===== src/rtl/qenc_pkg.sv =====
package qenc_pkg;
    localparam int unsigned LINES   = 4;
    localparam int unsigned LN_A    = 0;
    localparam int unsigned LN_B    = 1;
    localparam int unsigned LN_IDX  = 2;
    localparam int unsigned LN_HOME = 3;
endpackage


===== src/rtl/qenc_sync.sv =====
module qenc_sync #(
    parameter int unsigned LINES  = 4,
    parameter int unsigned STAGES = 2
) (
    input  logic             clk,
    input  logic             rst_n,
    input  logic [LINES-1:0] din,
    output logic [LINES-1:0] dout
);
    logic [STAGES-1:0][LINES-1:0] sh_d, sh_q;

    always_comb begin
        sh_d[0] = din;
        for (int i = 1; i < STAGES; i++) begin
            sh_d[i] = sh_q[i-1];
        end
    end

    always_ff @(posedge clk or negedge rst_n) begin
        if (!rst_n) sh_q <= '0;
        else        sh_q <= sh_d;
    end

    assign dout = sh_q[STAGES-1];
endmodule


===== src/rtl/qenc_div.sv =====
module qenc_div #(
    parameter int unsigned SEL_W = 3
) (
    input  logic             clk,
    input  logic             rst_n,
    input  logic [SEL_W-1:0] sel,
    output logic             tick
);
    localparam int unsigned CNT_W = (1 << SEL_W) - 1;

    typedef struct packed {
        logic [CNT_W-1:0] cnt;
        logic [SEL_W-1:0] sel;
    } div_st_t;

    div_st_t st_d, st_q;
    logic [CNT_W:0]   one_sh;
    logic [CNT_W-1:0] limit;
    logic             restart;

    always_comb begin
        one_sh  = (CNT_W+1)'(1) << sel;
        limit   = one_sh[CNT_W-1:0] - CNT_W'(1);
        restart = (st_q.sel != sel);
        tick    = !restart && (st_q.cnt == limit);
        st_d.sel = sel;
        if (restart || tick) st_d.cnt = '0;
        else                 st_d.cnt = st_q.cnt + CNT_W'(1);
    end

    always_ff @(posedge clk or negedge rst_n) begin
        if (!rst_n) st_q <= '0;
        else        st_q <= st_d;
    end


    tick_wraps_chk: assert property (@(posedge clk) disable iff (!rst_n)
        tick |=> (st_q.cnt == '0));

    restart_clears_chk: assert property (@(posedge clk) disable iff (!rst_n)
        (st_q.sel != sel) |=> (st_q.cnt == '0) && (st_q.sel == $past(sel)));
endmodule


===== src/rtl/qenc_filt.sv =====
module qenc_filt #(
    parameter int unsigned LINES      = 4,
    parameter int unsigned HOLD_TICKS = 3
) (
    input  logic             clk,
    input  logic             rst_n,
    input  logic             en,
    input  logic             tick,
    input  logic [LINES-1:0] din,
    output logic [LINES-1:0] dout
);
    localparam int unsigned CW = $clog2(HOLD_TICKS + 1);

    typedef struct packed {
        logic [LINES-1:0]         lvl;
        logic [LINES-1:0][CW-1:0] cnt;
    } filt_st_t;

    filt_st_t st_d, st_q;

    always_comb begin
        st_d = st_q;
        for (int i = 0; i < LINES; i++) begin
            if (!en) begin
                st_d.lvl[i] = din[i];
                st_d.cnt[i] = '0;
            end else if (tick) begin
                if (din[i] != st_q.lvl[i]) begin
                    if (st_q.cnt[i] == CW'(HOLD_TICKS - 1)) begin
                        st_d.lvl[i] = din[i];
                        st_d.cnt[i] = '0;
                    end else begin
                        st_d.cnt[i] = st_q.cnt[i] + CW'(1);
                    end
                end else begin
                    st_d.cnt[i] = '0;
                end
            end
        end
    end

    always_ff @(posedge clk or negedge rst_n) begin
        if (!rst_n) st_q <= '0;
        else        st_q <= st_d;
    end

    assign dout = st_q.lvl;


    hold_between_ticks_chk: assert property (@(posedge clk) disable iff (!rst_n)
        (en && !tick) |=> $stable(st_q.lvl));

    for (genvar g = 0; g < LINES; g++) begin : g_line_chk

        match_keeps_level_chk: assert property (@(posedge clk) disable iff (!rst_n)
            (en && tick && (din[g] == st_q.lvl[g])) |=> (st_q.lvl[g] == $past(st_q.lvl[g])));

        bypass_tracks_chk: assert property (@(posedge clk) disable iff (!rst_n)
            !en |=> (st_q.lvl[g] == $past(din[g])));
    end
endmodule


===== src/rtl/qenc_cond.sv =====
module qenc_cond #(
    parameter int unsigned SYNC_STAGES = 2,
    parameter int unsigned HOLD_TICKS  = 3,
    parameter int unsigned DIV_SEL_W   = 3
) (
    input  logic                 clk,
    input  logic                 rst_n,
    input  logic                 raw_a,
    input  logic                 raw_b,
    input  logic                 raw_idx,
    input  logic                 raw_home,
    input  logic                 inv_a,
    input  logic                 inv_b,
    input  logic                 inv_idx,
    input  logic                 inv_home,
    input  logic                 swap_ab,
    input  logic                 filt_en,
    input  logic [DIV_SEL_W-1:0] div_sel,
    output logic                 dec_a,
    output logic                 dec_b,
    output logic                 dec_idx,
    output logic                 dec_home,
    output logic [3:0]           stat_lvl
);
    import qenc_pkg::*;

    logic [LINES-1:0] raw_vec, inv_vec, syn_vec, pol_vec, cond_vec, filt_vec, out_vec;
    logic             tick;
    logic [1:0]       age_d, age_q;

    assign raw_vec = {raw_home, raw_idx, raw_b, raw_a};
    assign inv_vec = {inv_home, inv_idx, inv_b, inv_a};

    qenc_sync #(.LINES(LINES), .STAGES(SYNC_STAGES)) u_sync (
        .clk(clk), .rst_n(rst_n), .din(raw_vec), .dout(syn_vec)
    );

    qenc_div #(.SEL_W(DIV_SEL_W)) u_div (
        .clk(clk), .rst_n(rst_n), .sel(div_sel), .tick(tick)
    );

    always_comb begin
        pol_vec  = syn_vec ^ inv_vec;
        cond_vec = pol_vec;
        if (swap_ab) begin
            cond_vec[LN_A] = pol_vec[LN_B];
            cond_vec[LN_B] = pol_vec[LN_A];
        end
    end

    qenc_filt #(.LINES(LINES), .HOLD_TICKS(HOLD_TICKS)) u_filt (
        .clk(clk), .rst_n(rst_n), .en(filt_en), .tick(tick),
        .din(cond_vec), .dout(filt_vec)
    );

    assign out_vec  = filt_en ? filt_vec : cond_vec;
    assign dec_a    = out_vec[LN_A];
    assign dec_b    = out_vec[LN_B];
    assign dec_idx  = out_vec[LN_IDX];
    assign dec_home = out_vec[LN_HOME];
    assign stat_lvl = out_vec;

    always_comb begin
        age_d = (age_q == 2'd3) ? age_q : age_q + 2'd1;
    end

    always_ff @(posedge clk or negedge rst_n) begin
        if (!rst_n) age_q <= '0;
        else        age_q <= age_d;
    end


    idx_latency_chk: assert property (@(posedge clk) disable iff (!rst_n)
        (!filt_en && age_q == 2'd3) |-> (dec_idx == ($past(raw_idx, 2) ^ inv_idx)));

    home_latency_chk: assert property (@(posedge clk) disable iff (!rst_n)
        (!filt_en && age_q == 2'd3) |-> (dec_home == ($past(raw_home, 2) ^ inv_home)));

    swap_route_chk: assert property (@(posedge clk) disable iff (!rst_n)
        (!filt_en && swap_ab && age_q == 2'd3) |-> (dec_a == ($past(raw_b, 2) ^ inv_b)));
endmodule


===== config.mk =====
export PLATFORM = sky130hd
export DESIGN_NAME = qenc_cond
export DESIGN_NICKNAME = d
export VERILOG_FILES = /design/src/rtl/qenc_pkg.sv /design/src/rtl/qenc_sync.sv /design/src/rtl/qenc_div.sv /design/src/rtl/qenc_filt.sv /design/src/rtl/qenc_cond.sv
export SDC_FILE = /design/constraint.sdc
export NUM_CORES = 1
export LEC_CHECK = 0
export BUFFER_PORTS_ARGS = -buffer_cell sky130_fd_sc_hd__buf_4
export CORE_MARGIN = 3
export CORE_UTILIZATION = 53
export CTS_BUF_LIST = sky130_fd_sc_hd__clkbuf_2
export DETAILED_ROUTE_END_ITERATION = 6
export PLACE_DENSITY = 0.77
export SYNTH_ARGS = -nofsm -noshare
export SYNTH_HDL_FRONTEND = slang
export SYNTH_SLANG_ARGS = --single-unit

===== constraint.sdc =====
create_clock -name clk -period 1.85 [get_ports clk]
set_input_delay 0.185 -clock clk [delete_from_list [all_inputs] [get_ports clk]]
set_output_delay 0.185 -clock clk [all_outputs]
set_load 0.02 [all_outputs]

==> metrics, run 1 <==
Cell Int Power=0.947 mW; max-cap violations=0; WP data arrival=2.26 ns; per-instance average area after synthesis=10.3 sq um; final period utilization=1.09; fin area=2270 sq um; Slew @ Worst Pin=0.440 ns; total die area=3950 sq um; final hold violation count=0; Clock Tree Root=sky130_fd_sc_hd__clkbuf_2; portion of the post-synthesis area used by sequential elements=0.439; portion of total power attributed to combinational logic=0.271; Final Slew Violations=0; die height=62.8 microns; share of cells above drive strength 1=0.435; number of flops mapped to enable cells by yosys=0; fin util=0.777; Worst Hold Class=input pin to flip-flop; floorplan core area=2920 sq um; worst-path maximum fanout=7; depth of the CTS H-tree=2; input/output buffers=22; number of nets still failing antenna checks after routing=0; number of cells in the finished layout apart from fillers=249; power per cell area=614 nW/um^2; type of the worst setup path=input pin to flip-flop; Clock Latency Late Sink=0.37 ns; clock tree from TritonCTS=built; number of global-route vias before repair=1420; time the final worst path needs with I/O delays and setup=2.01 ns; wire length of the first global-routing pass=5990 microns; Reg clk slew, reported paths=0.14 ns; share of flip-flops with an asynchronous set or reset=1.00; final weighted congestion in routability-driven placement=0.797; max_slew headroom=0.706; Final Skew=0.0247 ns; HPWL after DPL=2340 microns; Worst Setup Start Kind=input pin; area growth from synthesis to layout=32.8%; antenna violations before repair=0; post-synthesis instance total=166; maximum clock rate=497 MHz; DRC violation count after routing=0; Area after DPL=1960 sq um; maximum VDD drop=527 uV; number of distinct library cells after synthesis=40; count of state elements after synthesis=30; count of warnings emitted by yosys=0; number of placement rows=19; Max clock buf depth=2; setup violators final=17; GRT Residual Overflow=0; Post-Place Cells=230; Post-layout nets=223; total power draw=1.39 mW; Routed Wire Length=3680 microns; DR WL/cell=14.8 microns; most frequent standard cell in the layout excluding fill and tap cells=sky130_fd_sc_hd__buf_4; violated checks=setup timing; starting density of the core=0.585; Worst Setup Slack, final=-0.162 ns; Tot GR Track Use=0.194; capturing element type of the critical path=flip-flop; highest-count cells in the layout ignoring fill and taps=sky130_fd_sc_hd__buf_4 (33), sky130_fd_sc_hd__dfrtp_1 (29), sky130_fd_sc_hd__nor2_1 (15); detailed-router iteration count before antenna repair=4; vias per cell=5.36; top_reg_cell synth=sky130_fd_sc_hd__dfrtp_1; unrepaired setup endpoints after global routing=true; n_diodes=0; I/O pin cnt=23; part of the total power dissipated in the clock network=0.224; switching pwr=0.447 mW; number of sinks handled by clock tree synthesis=30; cell leakage power=0.943 nW; share of total power consumed by net switching=0.320; required time of the critical path=2.10 ns; die width=62.8 microns; cell area after synthesis=1710 sq um; sequential power share=0.505; number of nets produced by synthesis=183; DRT iter0 DRCs=60; pin count of the biggest net entering global routing=31; cts bufs inserted=5; status=finished with violations; total number of vias=1334
==> cells in the mapped netlist, types with 3 or more instances <==
cell	number	area [sq um]
sky130_fd_sc_hd__mux2i_1	6	60.1
sky130_fd_sc_hd__a21oi_1	4	20.0
sky130_fd_sc_hd__o21ai_0	3	15.0
sky130_fd_sc_hd__xor2_1	10	87.6
sky130_fd_sc_hd__nor3_1	7	35.0
sky130_fd_sc_hd__nand2b_1	7	43.8
sky130_fd_sc_hd__o21ai_1	3	15.0
sky130_fd_sc_hd__xnor2_1	10	87.6
sky130_fd_sc_hd__and3_1	3	18.8
sky130_fd_sc_hd__buf_6	5	56.3
sky130_fd_sc_hd__nand3_1	8	40.0
sky130_fd_sc_hd__mux2_2	4	45.0
sky130_fd_sc_hd__nor2_1	20	75.1
sky130_fd_sc_hd__inv_1	5	18.8
sky130_fd_sc_hd__buf_4	4	30.0
sky130_fd_sc_hd__nand2_1	7	26.3
sky130_fd_sc_hd__dfrtp_1	30	751
==> worst max-delay path, stage by stage <==
cell and delay, ns:
sky130_fd_sc_hd__buf_6 0.09, sky130_fd_sc_hd__or3_4 0.39, sky130_fd_sc_hd__ha_4 0.21, sky130_fd_sc_hd__nor3_4 0.19, sky130_fd_sc_hd__o21ai_1 0.08, sky130_fd_sc_hd__a31o_2 0.28, sky130_fd_sc_hd__a211oi_4 0.33, sky130_fd_sc_hd__a41oi_2 0.17
sky130_fd_sc_hd__mux2_4 0.33
==> metal layers <==
metal,global-route usage,vias to the layer above,part of all wire
li1,-,645,-
met1,0.206,652,0.40
met2,0.348,28,0.54
met3,0.0665,9,0.042
met4,0.0854,0,0.016
met5,0,-,0
==> sequential cells by signal (all words and copies together) (netlist names) <==
signal,flops
u_div.st_q,10
u_filt.dout,4
u_filt.st_q,8
u_sync.dout,4
u_sync.sh_d,4
==> layout make-up <==
class	count	area, sq um
multi-input combinational	119	1010
sequential	30	752
fill	185	652
timing repair buffer	45	398
tap	42	52.6
clock buffer	5	25.0
inverter	5	18.8
clock inverter	3	16.3
==> what timing repair did <==
item | in CTS | in global routing
gates resized for setup | 22 | 19
gates cloned | 0 | 0
endpoints found under the hold margin | 34 | 0
pin swaps | 11 | 9
setup endpoints to repair | 20 | 22
setup buffers | 6 | 2
hold buffers | 5 | 0
==> final timing paths <==
path / startpoint / endpoint / slack [ns] / cells after the start
max in group asynchronous: rst_n / u_div.st_q[6] / 1.29 / 2
min: div_sel[1] / u_div.st_q[1] / 0.07 / 2
max: div_sel[0] / u_filt.dout[2] / -0.16 / 9
max reg2reg: u_div.st_q[3] / u_filt.dout[2] / -0.14 / 6
min reg2reg: u_sync.sh_d[7] / u_sync.dout[3] / 0.37 / 0
min in group asynchronous: rst_n / u_sync.sh_d[5] / 0.25 / 2
==> power by group through the flow <==
| stage | logic [mW] | clock network, mW | registers (mW) |
|---|---|---|---|
| finish | 0.378 | 0.312 | 0.704 |
| floorplan | 0.223 | 0 | 0.712 |
| CTS | 0.355 | 0.322 | 0.703 |
| detailed placement | 0.316 | 0 | 0.715 |
| global placement | 0.303 | 0 | 0.713 |
| global route | 0.407 | 0.347 | 0.707 |
==> through the flow <==
stage          setup TNS (ns)  hold slack, ns  setup slack (ns)
4_1_cts                 -1.05          0.0537            -0.119
5_1_grt                 -2.30          0.0405            -0.222
6_report                -1.45          0.0660            -0.162
3_5_place_dp           -10.69           0.131            -0.725
3_3_place_gp            -9.54           0.127            -0.626
2_1_floorplan           -8.03          -0.111            -0.557
==> cell families (layout without fill, tap and decap cells) <==
family,after synthesis,in the layout,share of synthesized area
and+or+nand+nor,63,63,0.194
xor gates and xnor gates,20,20,0.102
buffers and inverters,17,58,0.0688
muxes,12,12,0.0746
adders and majority gates,2,2,0.0146
AOI/OAI and AO/OA,22,22,0.107
DFF,30,30,0.439
Power figures use the tool's default switching activity.
==> inputs of run 2 (changes only) <==
--- a/config.mk
+++ b/config.mk
@@ -5,12 +5,15 @@
 export SDC_FILE = /design/constraint.sdc
 export NUM_CORES = 1
 export LEC_CHECK = 0
+export ABC_AREA = 1
 export BUFFER_PORTS_ARGS = -buffer_cell sky130_fd_sc_hd__buf_4
+export CAP_MARGIN = 20
 export CORE_MARGIN = 3
-export CORE_UTILIZATION = 53
+export CORE_UTILIZATION = 54
 export CTS_BUF_LIST = sky130_fd_sc_hd__clkbuf_2
 export DETAILED_ROUTE_END_ITERATION = 6
-export PLACE_DENSITY = 0.77
+export PLACE_DENSITY = 0.78
+export SLEW_MARGIN = 20
 export SYNTH_ARGS = -nofsm -noshare
 export SYNTH_HDL_FRONTEND = slang
 export SYNTH_SLANG_ARGS = --single-unit
==> metrics, run 2 <==
status=completed; Routed Wire Length=3410 microns; Worst Hold Class=input pin to flip-flop; Setup TNS Final=0 ns; Final Slew Violations=0; floorplan core area=3130 sq um; portion of the post-synthesis area used by sequential elements=0.413; portion of netlist area occupied by mux cells=0; Tot GR Track Use=0.200; Clock Tree Root=sky130_fd_sc_hd__clkbuf_2; Reg2Reg Depth=11; startpoint of the worst-slack reg-to-reg timing path=u_div.st_q[4]; worst-path maximum fanout=3; depth of the CTS H-tree=2; xor and xnor fraction of the mapped netlist area=0.0433; n_diodes=0; final weighted congestion in routability-driven placement=0.870; launching element of the worst setup path=u_sync.dout[2]; cts bufs inserted=5; simple-gate share of the synthesized area=0.398; setup violators final=0; Clock Latency Late Sink=0.38 ns; die height=64.0 microns; maximum VDD drop=499 uV; HPWL after DPL=2630 microns; Post-layout nets=304; type of the worst setup path=flip-flop to primary output; number of sinks handled by clock tree synthesis=30; wire length on met1=1710 microns; largest family of logic cells by synthesized area=simple AND/OR/NAND/NOR gates; total number of vias=1589; starting density of the core=0.582; required time of the critical path=1.66 ns; FF-to-FF End=u_filt.st_q[4]; count of state elements after synthesis=30; Largest register FFs=10; max layer used=met4; post-cts sizing count=0; cell area after synthesis=1820 sq um; number of global-route vias before repair=1521; leading post-synthesis cells by instance count=sky130_fd_sc_hd__nand2_1 (93), sky130_fd_sc_hd__dfrtp_1 (30), sky130_fd_sc_hd__inv_1 (30), sky130_fd_sc_hd__nand3_1 (21), sky130_fd_sc_hd__nor2_1 (17); top-area cell type share of the netlist area=0.413; Worst Setup Start Kind=flip-flop; Post-Place Cells=319; fin area=2180 sq um; pin count of the biggest net entering global routing=31; unrepaired setup endpoints after global routing=false; highest-count cells in the layout ignoring fill and taps=sky130_fd_sc_hd__nand2_1 (93), sky130_fd_sc_hd__buf_4 (37), sky130_fd_sc_hd__inv_1 (30), sky130_fd_sc_hd__dfrtp_1 (30), sky130_fd_sc_hd__nand3_1 (21); most frequent standard cell in the layout excluding fill and tap cells=sky130_fd_sc_hd__nand2_1; share of cells above drive strength 1=0.191; DR WL/cell=10.3 microns; per-instance average area after synthesis=7.40 sq um; total die area=4100 sq um; number of cells in the finished layout apart from fillers=332; max-cap violations=0; total power draw=1.41 mW; adder-cell share of the synthesized area=0.0138; area growth from synthesis to layout=20.0%; number of nets produced by synthesis=263; DRC violation count after routing=0; number of distinct library cells after synthesis=26; synthesized-area fraction occupied by ao, oa, aoi and oai cells=0.0193; Largest regs=u_div.st_q: 10 flops, u_filt.st_q: 8 flops; cell leakage power=1.19 nW; capturing element type of the critical path=primary output; time the final worst path needs with I/O delays and setup=1.60 ns; vias per cell=4.79; minimum setup slack among reg-to-reg paths=0.28 ns; number of flops mapped to enable cells by yosys=0; most area-hungry cell type in the Yosys netlist=sky130_fd_sc_hd__dfrtp_1; top-count cell post-synth=sky130_fd_sc_hd__nand2_1; number of nets still failing antenna checks after routing=0; top_reg_cell synth=sky130_fd_sc_hd__dfrtp_1; number of placement rows=20; endpoint of the worst setup timing path=dec_idx; Area after DPL=2090 sq um; Max clock buf depth=2; GRT Residual Overflow=0; I/O pin cnt=23; WP data arrival=1.41 ns; wire length of the first global-routing pass=6290 microns; Final Skew=0.0176 ns; detailed-router iteration count before antenna repair=4; die width=64.0 microns; final hold violation count=0; count of warnings emitted by yosys=0; Slew @ Worst Pin=0.362 ns; Reg clk slew, reported paths=0.17 ns; register bank with the most flops=u_div.st_q; clock tree from TritonCTS=built; antenna violations before repair=0; DRT iter0 DRCs=51; wire length on met2=1490 microns; input/output buffers=22; final period utilization=0.864; metal3 WL=146 microns; share of flip-flops with an asynchronous set or reset=1.00; power per cell area=645 nW/um^2; post-synthesis instance total=246; fin util=0.698; maximum clock rate=626 MHz; hold-critical path depth=2; top area cells in the synthesized netlist=sky130_fd_sc_hd__dfrtp_1 (41%), sky130_fd_sc_hd__nand2_1 (19%), sky130_fd_sc_hd__inv_1 (6.2%); max_slew headroom=0.759
==> run 2: logic make-up after synthesis <==
| family | after synthesis |
|---|---|
| buffers and inverters | 41 |
| AO/OA/AOI/OAI | 7 |
| XOR/XNOR | 9 |
| AND/OR/NAND/NOR | 157 |
| flip-flops | 30 |
| adder cells (fa/ha/maj) | 2 |
==> run 2: how the worst min path moves through the flow <==
stage | start | endpoint | slack (ns)
floorplan | rst_n | u_div.st_q[0] | -0.11
global placement | rst_n | u_filt.dout[0] | 0.13
detailed placement | rst_n | u_filt.dout[0] | 0.13
CTS | div_sel[1] | u_div.st_q[1] | 0.03
global route | div_sel[1] | u_div.st_q[1] | 0.01
finish | div_sel[1] | u_div.st_q[1] | 0.05
==> run 2: power breakdown <==
part	total, mW	internal (mW)	switching, mW	leakage, nW
sequential	0.725	0.697	0.0278	0.385
combinational	0.356	0.150	0.206	0.775
clock	0.327	0.0923	0.235	0.0289
total	1.41	0.940	0.469	1.19
==> run 2: cell type report <==
type,count,area [sq um]
Sequential cell,30,751
Clock inverter,3,21.3
Fill cell,284,945
Inverter,32,120
Timing Repair Buffer,43,348
Multi-Input combinational cell,175,863
Clock buffer,5,25.0
Tap cell,44,55.1
==> run 2: worst max-delay path, stage by stage (launching register included) <==
cell	delay (ns)
sky130_fd_sc_hd__dfrtp_1	0.41
sky130_fd_sc_hd__xor2_1	0.28
sky130_fd_sc_hd__nand2_1	0.09
sky130_fd_sc_hd__nand2_1	0.10
sky130_fd_sc_hd__buf_4	0.15
==> run 2: timing repair <==
action                                 CTS  global route
setup endpoints to repair                0             0
buffers inserted                         0             0
hold buffers                             5             0
endpoints found under the hold margin   34             0
==> run 2: routing by layer <==
metal | vias to the layer above | global-route usage
li1 | 845 | -
met1 | 711 | 0.263
met2 | 26 | 0.306
met3 | 7 | 0.0527
met4 | 0 | 0.0970
met5 | - | 0
==> run 2: per-stage QoR <==
step	setup WS, ns	hold WS [ns]
finish	0.252	0.0499
global route	0.0462	0.0108
CTS	0.207	0.0273
detailed placement	-0.0799	0.129
global placement	0.00239	0.129
floorplan	0.0565	-0.111
